<file path="src/rtl/tap_pkg.sv">
package tap_pkg;

    localparam int NCH   = 3;
    localparam int CNT_W = 16;
    localparam int BYTE_W = 8;

    typedef enum logic [1:0] {
        ACC_NONE = 2'd0,
        ACC_LO   = 2'd1,
        ACC_HI   = 2'd2,
        ACC_WORD = 2'd3
    } acc_e;

    typedef struct packed {
        acc_e       acc;
        logic [2:0] mode;
        logic       bcd;
    } chcfg_t;

    typedef struct packed {
        logic   set_cfg;
        chcfg_t cfg;
        logic   cnt_frz;
        logic   st_cap;
    } chcmd_t;

    function automatic logic [2:0] fold_mode(input logic [2:0] m);
        return (m[2] && m[1]) ? {1'b0, m[1:0]} : m;
    endfunction

    function automatic logic [7:0] status_byte(input logic out, input logic nul,
                                               input chcfg_t c);
        return {out, nul, c.acc, c.mode, c.bcd};
    endfunction

endpackage

</file>
<file path="src/rtl/tap_ctrl_decode.sv">
module tap_ctrl_decode
    import tap_pkg::*;
#(
    parameter int N = NCH
) (
    input  logic                 ctl_stb,
    input  logic [7:0]           ctl_byte,
    output chcmd_t [N-1:0]       cmd
);

    always_comb begin
        for (int i = 0; i < N; i++) begin
            cmd[i]         = '0;
            cmd[i].cfg.acc  = acc_e'(ctl_byte[5:4]);
            cmd[i].cfg.mode = fold_mode(ctl_byte[3:1]);
            cmd[i].cfg.bcd  = ctl_byte[0];
            if (ctl_stb) begin
                if (ctl_byte[7:6] == 2'd3) begin
                    if (ctl_byte[i+1]) begin
                        cmd[i].cnt_frz = !ctl_byte[5];
                        cmd[i].st_cap  = !ctl_byte[4];
                    end
                end else if (ctl_byte[7:6] == 2'(i)) begin
                    if (ctl_byte[5:4] == 2'd0)
                        cmd[i].cnt_frz = 1'b1;
                    else
                        cmd[i].set_cfg = 1'b1;
                end
            end
        end
    end

endmodule

</file>
<file path="src/rtl/tap_channel.sv">
module tap_channel
    import tap_pkg::*;
(
    input  logic              clk,
    input  logic              rst,
    input  chcmd_t            cmd,
    input  logic              dwr,
    input  logic              drd,
    input  logic [7:0]        wbyte,
    input  logic [CNT_W-1:0]  cnt_in,
    input  logic              out_in,
    input  logic              loaded_in,
    output logic [7:0]        rbyte,
    output logic              load_stb,
    output logic [CNT_W-1:0]  load_val,
    output chcfg_t            cfg
);

    chcfg_t             cfg_q;
    logic               wr_hi_q, rd_hi_q;
    logic [7:0]         wlat_q;
    logic [CNT_W-1:0]   frz_q;
    acc_e               frz_st_q;
    logic [7:0]         st_q;
    logic               st_v_q;
    logic               null_q;
    logic               load_q;
    logic [CNT_W-1:0]   loadv_q;

    assign cfg      = cfg_q;
    assign load_stb = load_q;
    assign load_val = loadv_q;

    always_comb begin
        if (st_v_q)
            rbyte = st_q;
        else if (frz_st_q != ACC_NONE)
            rbyte = (frz_st_q == ACC_HI) ? frz_q[15:8] : frz_q[7:0];
        else begin
            case (cfg_q.acc)
                ACC_HI:   rbyte = cnt_in[15:8];
                ACC_WORD: rbyte = rd_hi_q ? cnt_in[15:8] : cnt_in[7:0];
                default:  rbyte = cnt_in[7:0];
            endcase
        end
    end

    always_ff @(posedge clk) begin
        if (rst) begin
            cfg_q    <= '{acc: ACC_WORD, mode: 3'd0, bcd: 1'b0};
            wr_hi_q  <= 1'b0;
            rd_hi_q  <= 1'b0;
            wlat_q   <= '0;
            frz_q    <= '0;
            frz_st_q <= ACC_NONE;
            st_q     <= '0;
            st_v_q   <= 1'b0;
            null_q   <= 1'b1;
            load_q   <= 1'b0;
            loadv_q  <= '0;
        end else begin
            load_q <= 1'b0;
            if (loaded_in)
                null_q <= 1'b0;
            if (cmd.set_cfg) begin
                cfg_q   <= cmd.cfg;
                wr_hi_q <= 1'b0;
                rd_hi_q <= 1'b0;
                null_q  <= 1'b1;
            end
            if (cmd.cnt_frz && frz_st_q == ACC_NONE) begin
                frz_q    <= cnt_in;
                frz_st_q <= cfg_q.acc;
            end
            if (cmd.st_cap && !st_v_q) begin
                st_q   <= status_byte(out_in, null_q, cfg_q);
                st_v_q <= 1'b1;
            end
            if (drd) begin
                if (st_v_q)
                    st_v_q <= 1'b0;
                else if (frz_st_q != ACC_NONE)
                    frz_st_q <= (frz_st_q == ACC_WORD) ? ACC_HI : ACC_NONE;
                else if (cfg_q.acc == ACC_WORD)
                    rd_hi_q <= !rd_hi_q;
            end
            if (dwr) begin
                case (cfg_q.acc)
                    ACC_HI: begin
                        load_q  <= 1'b1;
                        loadv_q <= {wbyte, 8'h00};
                        null_q  <= 1'b1;
                    end
                    ACC_WORD: begin
                        if (!wr_hi_q) begin
                            wlat_q  <= wbyte;
                            wr_hi_q <= 1'b1;
                        end else begin
                            load_q  <= 1'b1;
                            loadv_q <= {wbyte, wlat_q};
                            null_q  <= 1'b1;
                            wr_hi_q <= 1'b0;
                        end
                    end
                    default: begin
                        load_q  <= 1'b1;
                        loadv_q <= {8'h00, wbyte};
                        null_q  <= 1'b1;
                    end
                endcase
            end
        end
    end

    assert_status_clear_R7: assert property (@(posedge clk) disable iff (rst)
        (drd && st_v_q) |=> !st_v_q);

    assert_frozen_hold_R5: assert property (@(posedge clk) disable iff (rst)
        (frz_st_q != ACC_NONE && cmd.cnt_frz) |=> $stable(frz_q));

    assert_seq_restart_R9: assert property (@(posedge clk) disable iff (rst)
        cmd.set_cfg |=> (!wr_hi_q && !rd_hi_q));

    assert_null_on_load_R10: assert property (@(posedge clk) disable iff (rst)
        load_q |-> null_q);

endmodule

</file>
<file path="src/rtl/tmr_access_port.sv">
module tmr_access_port
    import tap_pkg::*;
(
    input  logic                         clk,
    input  logic                         rst,
    input  logic [1:0]                   addr,
    input  logic                         wr_en,
    input  logic                         rd_en,
    input  logic [7:0]                   wr_data,
    output logic [7:0]                   rd_data,
    output logic [NCH-1:0]               ch_load,
    output logic [NCH-1:0][CNT_W-1:0]    ch_load_val,
    output logic [NCH-1:0][2:0]          ch_mode,
    output logic [NCH-1:0]               ch_bcd,
    input  logic [NCH-1:0][CNT_W-1:0]    ch_count,
    input  logic [NCH-1:0]               ch_out,
    input  logic [NCH-1:0]               ch_loaded
);

    localparam logic [1:0] CTL_ADDR = 2'd3;

    chcmd_t [NCH-1:0]        cmd;
    logic   [NCH-1:0][7:0]   rbytes;
    chcfg_t [NCH-1:0]        cfgs;

    tap_ctrl_decode #(.N(NCH)) u_dec (
        .ctl_stb  (wr_en && addr == CTL_ADDR),
        .ctl_byte (wr_data),
        .cmd      (cmd)
    );

    for (genvar g = 0; g < NCH; g++) begin : g_ch
        tap_channel u_ch (
            .clk       (clk),
            .rst       (rst),
            .cmd       (cmd[g]),
            .dwr       (wr_en && addr == 2'(g)),
            .drd       (rd_en && addr == 2'(g)),
            .wbyte     (wr_data),
            .cnt_in    (ch_count[g]),
            .out_in    (ch_out[g]),
            .loaded_in (ch_loaded[g]),
            .rbyte     (rbytes[g]),
            .load_stb  (ch_load[g]),
            .load_val  (ch_load_val[g]),
            .cfg       (cfgs[g])
        );
        assign ch_mode[g] = cfgs[g].mode;
        assign ch_bcd[g]  = cfgs[g].bcd;

        assert_load_from_write_R2: assert property (@(posedge clk) disable iff (rst)
            ch_load[g] |-> $past(wr_en && addr == 2'(g)));
    end

    always_comb begin
        case (addr)
            2'd0:    rd_data = rbytes[0];
            2'd1:    rd_data = rbytes[1];
            2'd2:    rd_data = rbytes[2];
            default: rd_data = 8'h00;
        endcase
    end

    assert_ctl_read_zero_R8: assert property (@(posedge clk) disable iff (rst)
        (rd_en && addr == CTL_ADDR) |-> (rd_data == 8'h00));

    assert_single_load_R2: assert property (@(posedge clk) disable iff (rst)
        $countones(ch_load) <= 1);

endmodule

</file>
<file path="config.mk">
export PLATFORM = sky130hd
export DESIGN_NAME = tmr_access_port
export DESIGN_NICKNAME = d
export VERILOG_FILES = /design/src/rtl/tap_pkg.sv /design/src/rtl/tap_ctrl_decode.sv /design/src/rtl/tap_channel.sv /design/src/rtl/tmr_access_port.sv
export SDC_FILE = /design/constraint.sdc
export NUM_CORES = 1
export LEC_CHECK = 0
export ABC_AREA = 1
export BUFFER_PORTS_ARGS = -buffer_cell sky130_fd_sc_hd__buf_2
export CAP_MARGIN = 20
export CORE_MARGIN = 5
export CORE_UTILIZATION = 51
export CTS_CLUSTER_DIAMETER = 60
export CTS_CLUSTER_SIZE = 10
export DETAILED_ROUTE_END_ITERATION = 12
export PLACE_DENSITY = 0.82
export SETUP_SLACK_MARGIN = 0.4
export SLEW_MARGIN = 25
export SYNTH_ARGS = -nofsm -noshare
export SYNTH_HDL_FRONTEND = slang
export SYNTH_HIERARCHICAL = 1
export SYNTH_SLANG_ARGS = --single-unit
</file>
<file path="constraint.sdc">
create_clock -name clk -period 1.7 [get_ports clk]
set_input_delay 0.34 -clock clk [delete_from_list [all_inputs] [get_ports clk]]
set_output_delay 0.34 -clock clk [all_outputs]
set_load 0.01 [all_outputs]
</file>
Yosys cells after proc, flatten, opt, wreduce, memory -nomap -nowiden
Index checks and enable logic that the tools add are counted.

cells by class
  reduce and logical (&&, ||, !) cells = 40
  bitwise gates (word level) = 6
  multiplexer cells = 121
  equality and inequality tests = 21

operators by type and width
  cell                number
  $mux 8              12
  $pmux 16 s2         3
  $mux 1              77
  $mux 16             3
  $pmux 8 s2          3
  $mux 2              21
  $eq 2x2->1 const B  16
  $pmux 8 s3          1
  $logic_and 1x1->1   14
  $logic_not 2->1     6
  $reduce_and 3->1    3
  $logic_not 1->1     8
  $ne 2x1->1 const B  3
  $not 1->1           6
  $reduce_and 2->1    3
  $reduce_bool 2->1   3
  $reduce_or 2->1     3
  $eq 2x1->1 const B  2
  $mux 3              1

storage, ports and cells
  bits in registers = 183
  input bits = 68
  logic and storage cells = 227

Depth between registers and ports, before layout
  depth after elaboration = 10
  gate-level depth with buffers = 10
  gate-level depth less buffers = 9

By module
Netlist, hierarchy kept.

by module, submodules not included
  module           cells an instance  area each (µm²)  seq. area each (µm²)  instances
  tap_channel      372                2656.3           1221.2                3
  tap_ctrl_decode  48                 264.0            0.0                   1
  tmr_access_port  49                 249.0            0.0                   1

Least setup slack after synthesis
Ideal clock, no wire load.

  kind = input to register
  from = input addr[1]
  to = register g_ch[2].u_ch.wr_hi_q
  setup time = 122 ps
  data arrival time = 1595 ps
  required time = 1578 ps
  slack = -17 ps
  stages = 7
  cell sequence = inv_2 > nor3_1 > o21ai_0 > nor3_1 > inv_1 > o211ai_1 > a21oi_1

RTL lines
  item                    RTL line              RTL
  start: declaration      tmr_access_port.sv:6  input logic [1:0] addr,
  end signal: assignment  tap_channel.sv:51     wr_hi_q <= 1'b0;
  end signal: assignment  tap_channel.sv:67     wr_hi_q <= 1'b0;
  end signal: assignment  tap_channel.sv:97     wr_hi_q <= 1'b1;
  end: declaration        tap_channel.sv:20     logic wr_hi_q, rd_hi_q;

==> flow_summary.json <==
{
  "p_per_area_nw_per_um2": 804.8,
  "drc": 0,
  "violations": "negative setup slack",
  "syn_nets": 1281,
  "rows": 47,
  "cts_tree": "done",
  "syn_area_um2": 8482,
  "core_um2": 16470,
  "placed_area_um2": 9824,
  "r2r_cells": 12,
  "ys_seq_area_share_pct": 43.19,
  "clock_path_buffers": 2,
  "setup_ws_ps": -416.0,
  "synth_edf_count": 0,
  "synthCells": 1213,
  "crit_required_ps": 1360,
  "path_max_fanout": 5,
  "worstHoldPathCells": 2,
  "diodes": 0,
  "worst_setup_path_start_kind": "flip-flop",
  "clock.fmax_mhz": 472.6,
  "drv_slew": 0,
  "final_area_um2": 12440,
  "wl_per_cell_um": 19.45,
  "synthArstFlopShare_pct": 0,
  "h-tree-depth": 4,
  "synth.top_cells.by_count": "nor2_1 (201), dfxtp_1 (183), o21ai_0 (166)",
  "synth_flop_cell": "dfxtp_1",
  "maxCapViolCount": 0,
  "vias": 9875,
  "dp_slack_ps": -245.7,
  "timing.slew.headroom_pct": 67.46,
  "nets": 1501,
  "status": "finished with violations",
  "layout_min_cycle_time_ps": 2116,
  "clock_sinks": 183,
  "grt_usage_pct": 28.97,
  "io_buffers": 138,
  "cts_buffers": 17,
  "period_share_pct": 124.5,
  "cts.clk_slew.worst_paths_ps": 70,
  "crit_path_end_kind": "output pin",
  "setup_viol": 23,
  "final-hold-violation-count": 0,
  "dieArea_um2": 19310,
  "dpl.hpwl_mm": 17.22,
  "clock_skew_ps": 6.914,
  "yosysMostFrequentCell": "nor2_1",
  "yosys.area.top_type_share_pct": 43.19,
  "p_leak_nw": 5.773,
  "synth_top_cells_by_area": "dfxtp_1 (43%), o21ai_0 (9.8%), nor2_1 (8.9%), nand3_1 (7.7%), nand2_1 (6.7%)",
  "worst_pin_slew_ps": 487.5,
  "initial_core_util_pct": 51.51,
  "drt-initial-drc-count": 1356,
  "synth_cell_type_count": 27,
  "synth_area_leader_cell": "dfxtp_1",
  "p_total_w": 0.01001,
  "hp-class": "in2reg",
  "crit_arrival_ps": 1780,
  "ys_seq_elements": 183,
  "grt_remaining_overflow": 0,
  "antenna_found_initial": 0,
  "gp_congestion": 0.8778,
  "crit_type": "reg2out",
  "pin_count": 139,
  "grt_pass1_vias": 9118,
  "yosys_warnings": 6,
  "postRouteAntennaNets": 0,
  "rsz0062_at_grt": "true",
  "postSynthAreaPerCell_um2": 6.992,
  "firstDrtPassIters": 6,
  "routed_wl_mm": 32.41,
  "clk_root_buffer_cell": "clkbuf_16",
  "clk_latency_ps": 440,
  "die_y_um": 139.0,
  "die_w_um": 139.0,
  "fin_worst_hold_slack_ps": 124.3,
  "grt_max_degree": 58,
  "drive_above_1_share_pct": 40.66,
  "syn2layout_area_growth_pct": 46.70,
  "grt_pass1_wl_mm": 45.80,
  "viasPerCell": 5.927,
  "ir_worst_vdd_mv": 0.7875,
  "cts_hold_buf": 0
}
## report_power, final
part	switching (W)	leakage (nW)	internal [W]
logic	0.000842	3.98	0.000547
clock network	0.00191	0.301	0.00228
registers	0.0000696	1.49	0.00436
## metal layers
metal / up-vias / share of wire [%] / GRT usage (%)
li1: 4401 / - / -
met1: 4545 / 36 / 34.73
met2: 733 / 48 / 48.96
met3: 196 / 9.7 / 5.828
met4: 0 / 6.2 / 15.45
met5: - / 0 / 0
## flip-flops by register name (all words and copies together) (netlist names)
name                flops
g_ch.u_ch/rd_hi_q       3
g_ch.u_ch/frz_q        48
g_ch.u_ch/null_q        3
g_ch.u_ch/load_val     48
g_ch.u_ch/load_stb      3
g_ch.u_ch/wlat_q       24
g_ch.u_ch/cfg          18
g_ch.u_ch/st_q         24
g_ch.u_ch/st_v_q        3
g_ch.u_ch/frz_st_q      6
g_ch.u_ch/wr_hi_q       3
## cells in the final DEF (no fill, tap or decap), drive strengths merged
master      n
a21oi     105
buf       251
bufbuf      2
bufinv      2
clkbuf     21
clkinv      5
clkinvlp    5
dfxtp     183
inv       151
nand2     172
nand3     131
nor2      214
nor3        7
o2111ai     3
o211ai      3
o21a        3
o21ai     172
o22ai      15
or2         1
## kinds of logic (layout without fill, tap and decap cells)
group,count (synthesis),after routing,share of synthesized area (%)
flip-flops,183,183,43.19
AND/OR/NAND/NOR,515,525,26.54
AO/OA/AOI/OAI,301,301,18.29
buffers and inverters,214,437,11.98
## critical path: stages, from the launching register on
cell and delay [ps]:
dfxtp_4 370, buf_12 140, nor2_4 200, nand3_2 120
a21oi_2 210, nand3_1 110, nand3_2 80, buf_6 100
## worst paths after layout
kind	from	endpoint	slack (ps)
worst min-delay path	ch_loaded[2]	g_ch[2].u_ch/null_q	120
worst max register to register	g_ch[1].u_ch/frz_st_q[0]	g_ch[1].u_ch/frz_q[12]	-100
worst min register to register	g_ch[1].u_ch/wlat_q[6]	g_ch[1].u_ch/wlat_q[6]	460
worst max-delay path	g_ch[1].u_ch/frz_st_q[0]	rd_data[0]	-420
## cell type report
type                    instances  area, um^2
inverters                     144       660.6
multi-input cells             826        5032
well taps                     220       275.3
repair buffers                256        2100
repair inverters                5       43.79
clock buffers                  18       439.2
fillers                      1012        4023
clock inverters                14       173.9
flip-flops and latches        183        3719
## per-stage QoR
step           TNS (ps)  util (%)  instances
4_1_cts           -2480     70.08       1642
5_1_grt           -5267     75.57       1666
3_5_place_dp      -3873     59.67       1563
2_1_floorplan         0         -       1213
6_report          -3992     75.57       1666
3_3_place_gp      -2477     59.67       1563
## timing repair
action / 4_1_cts / 5_1_grt
pin swaps: 44 / 83
resized for setup: 204 / 218
setup buffers: 30 / 18
setup endpoints to repair: 168 / 174
cloned: 17 / 6
Note: power is estimated with default switching activity, not from simulation.
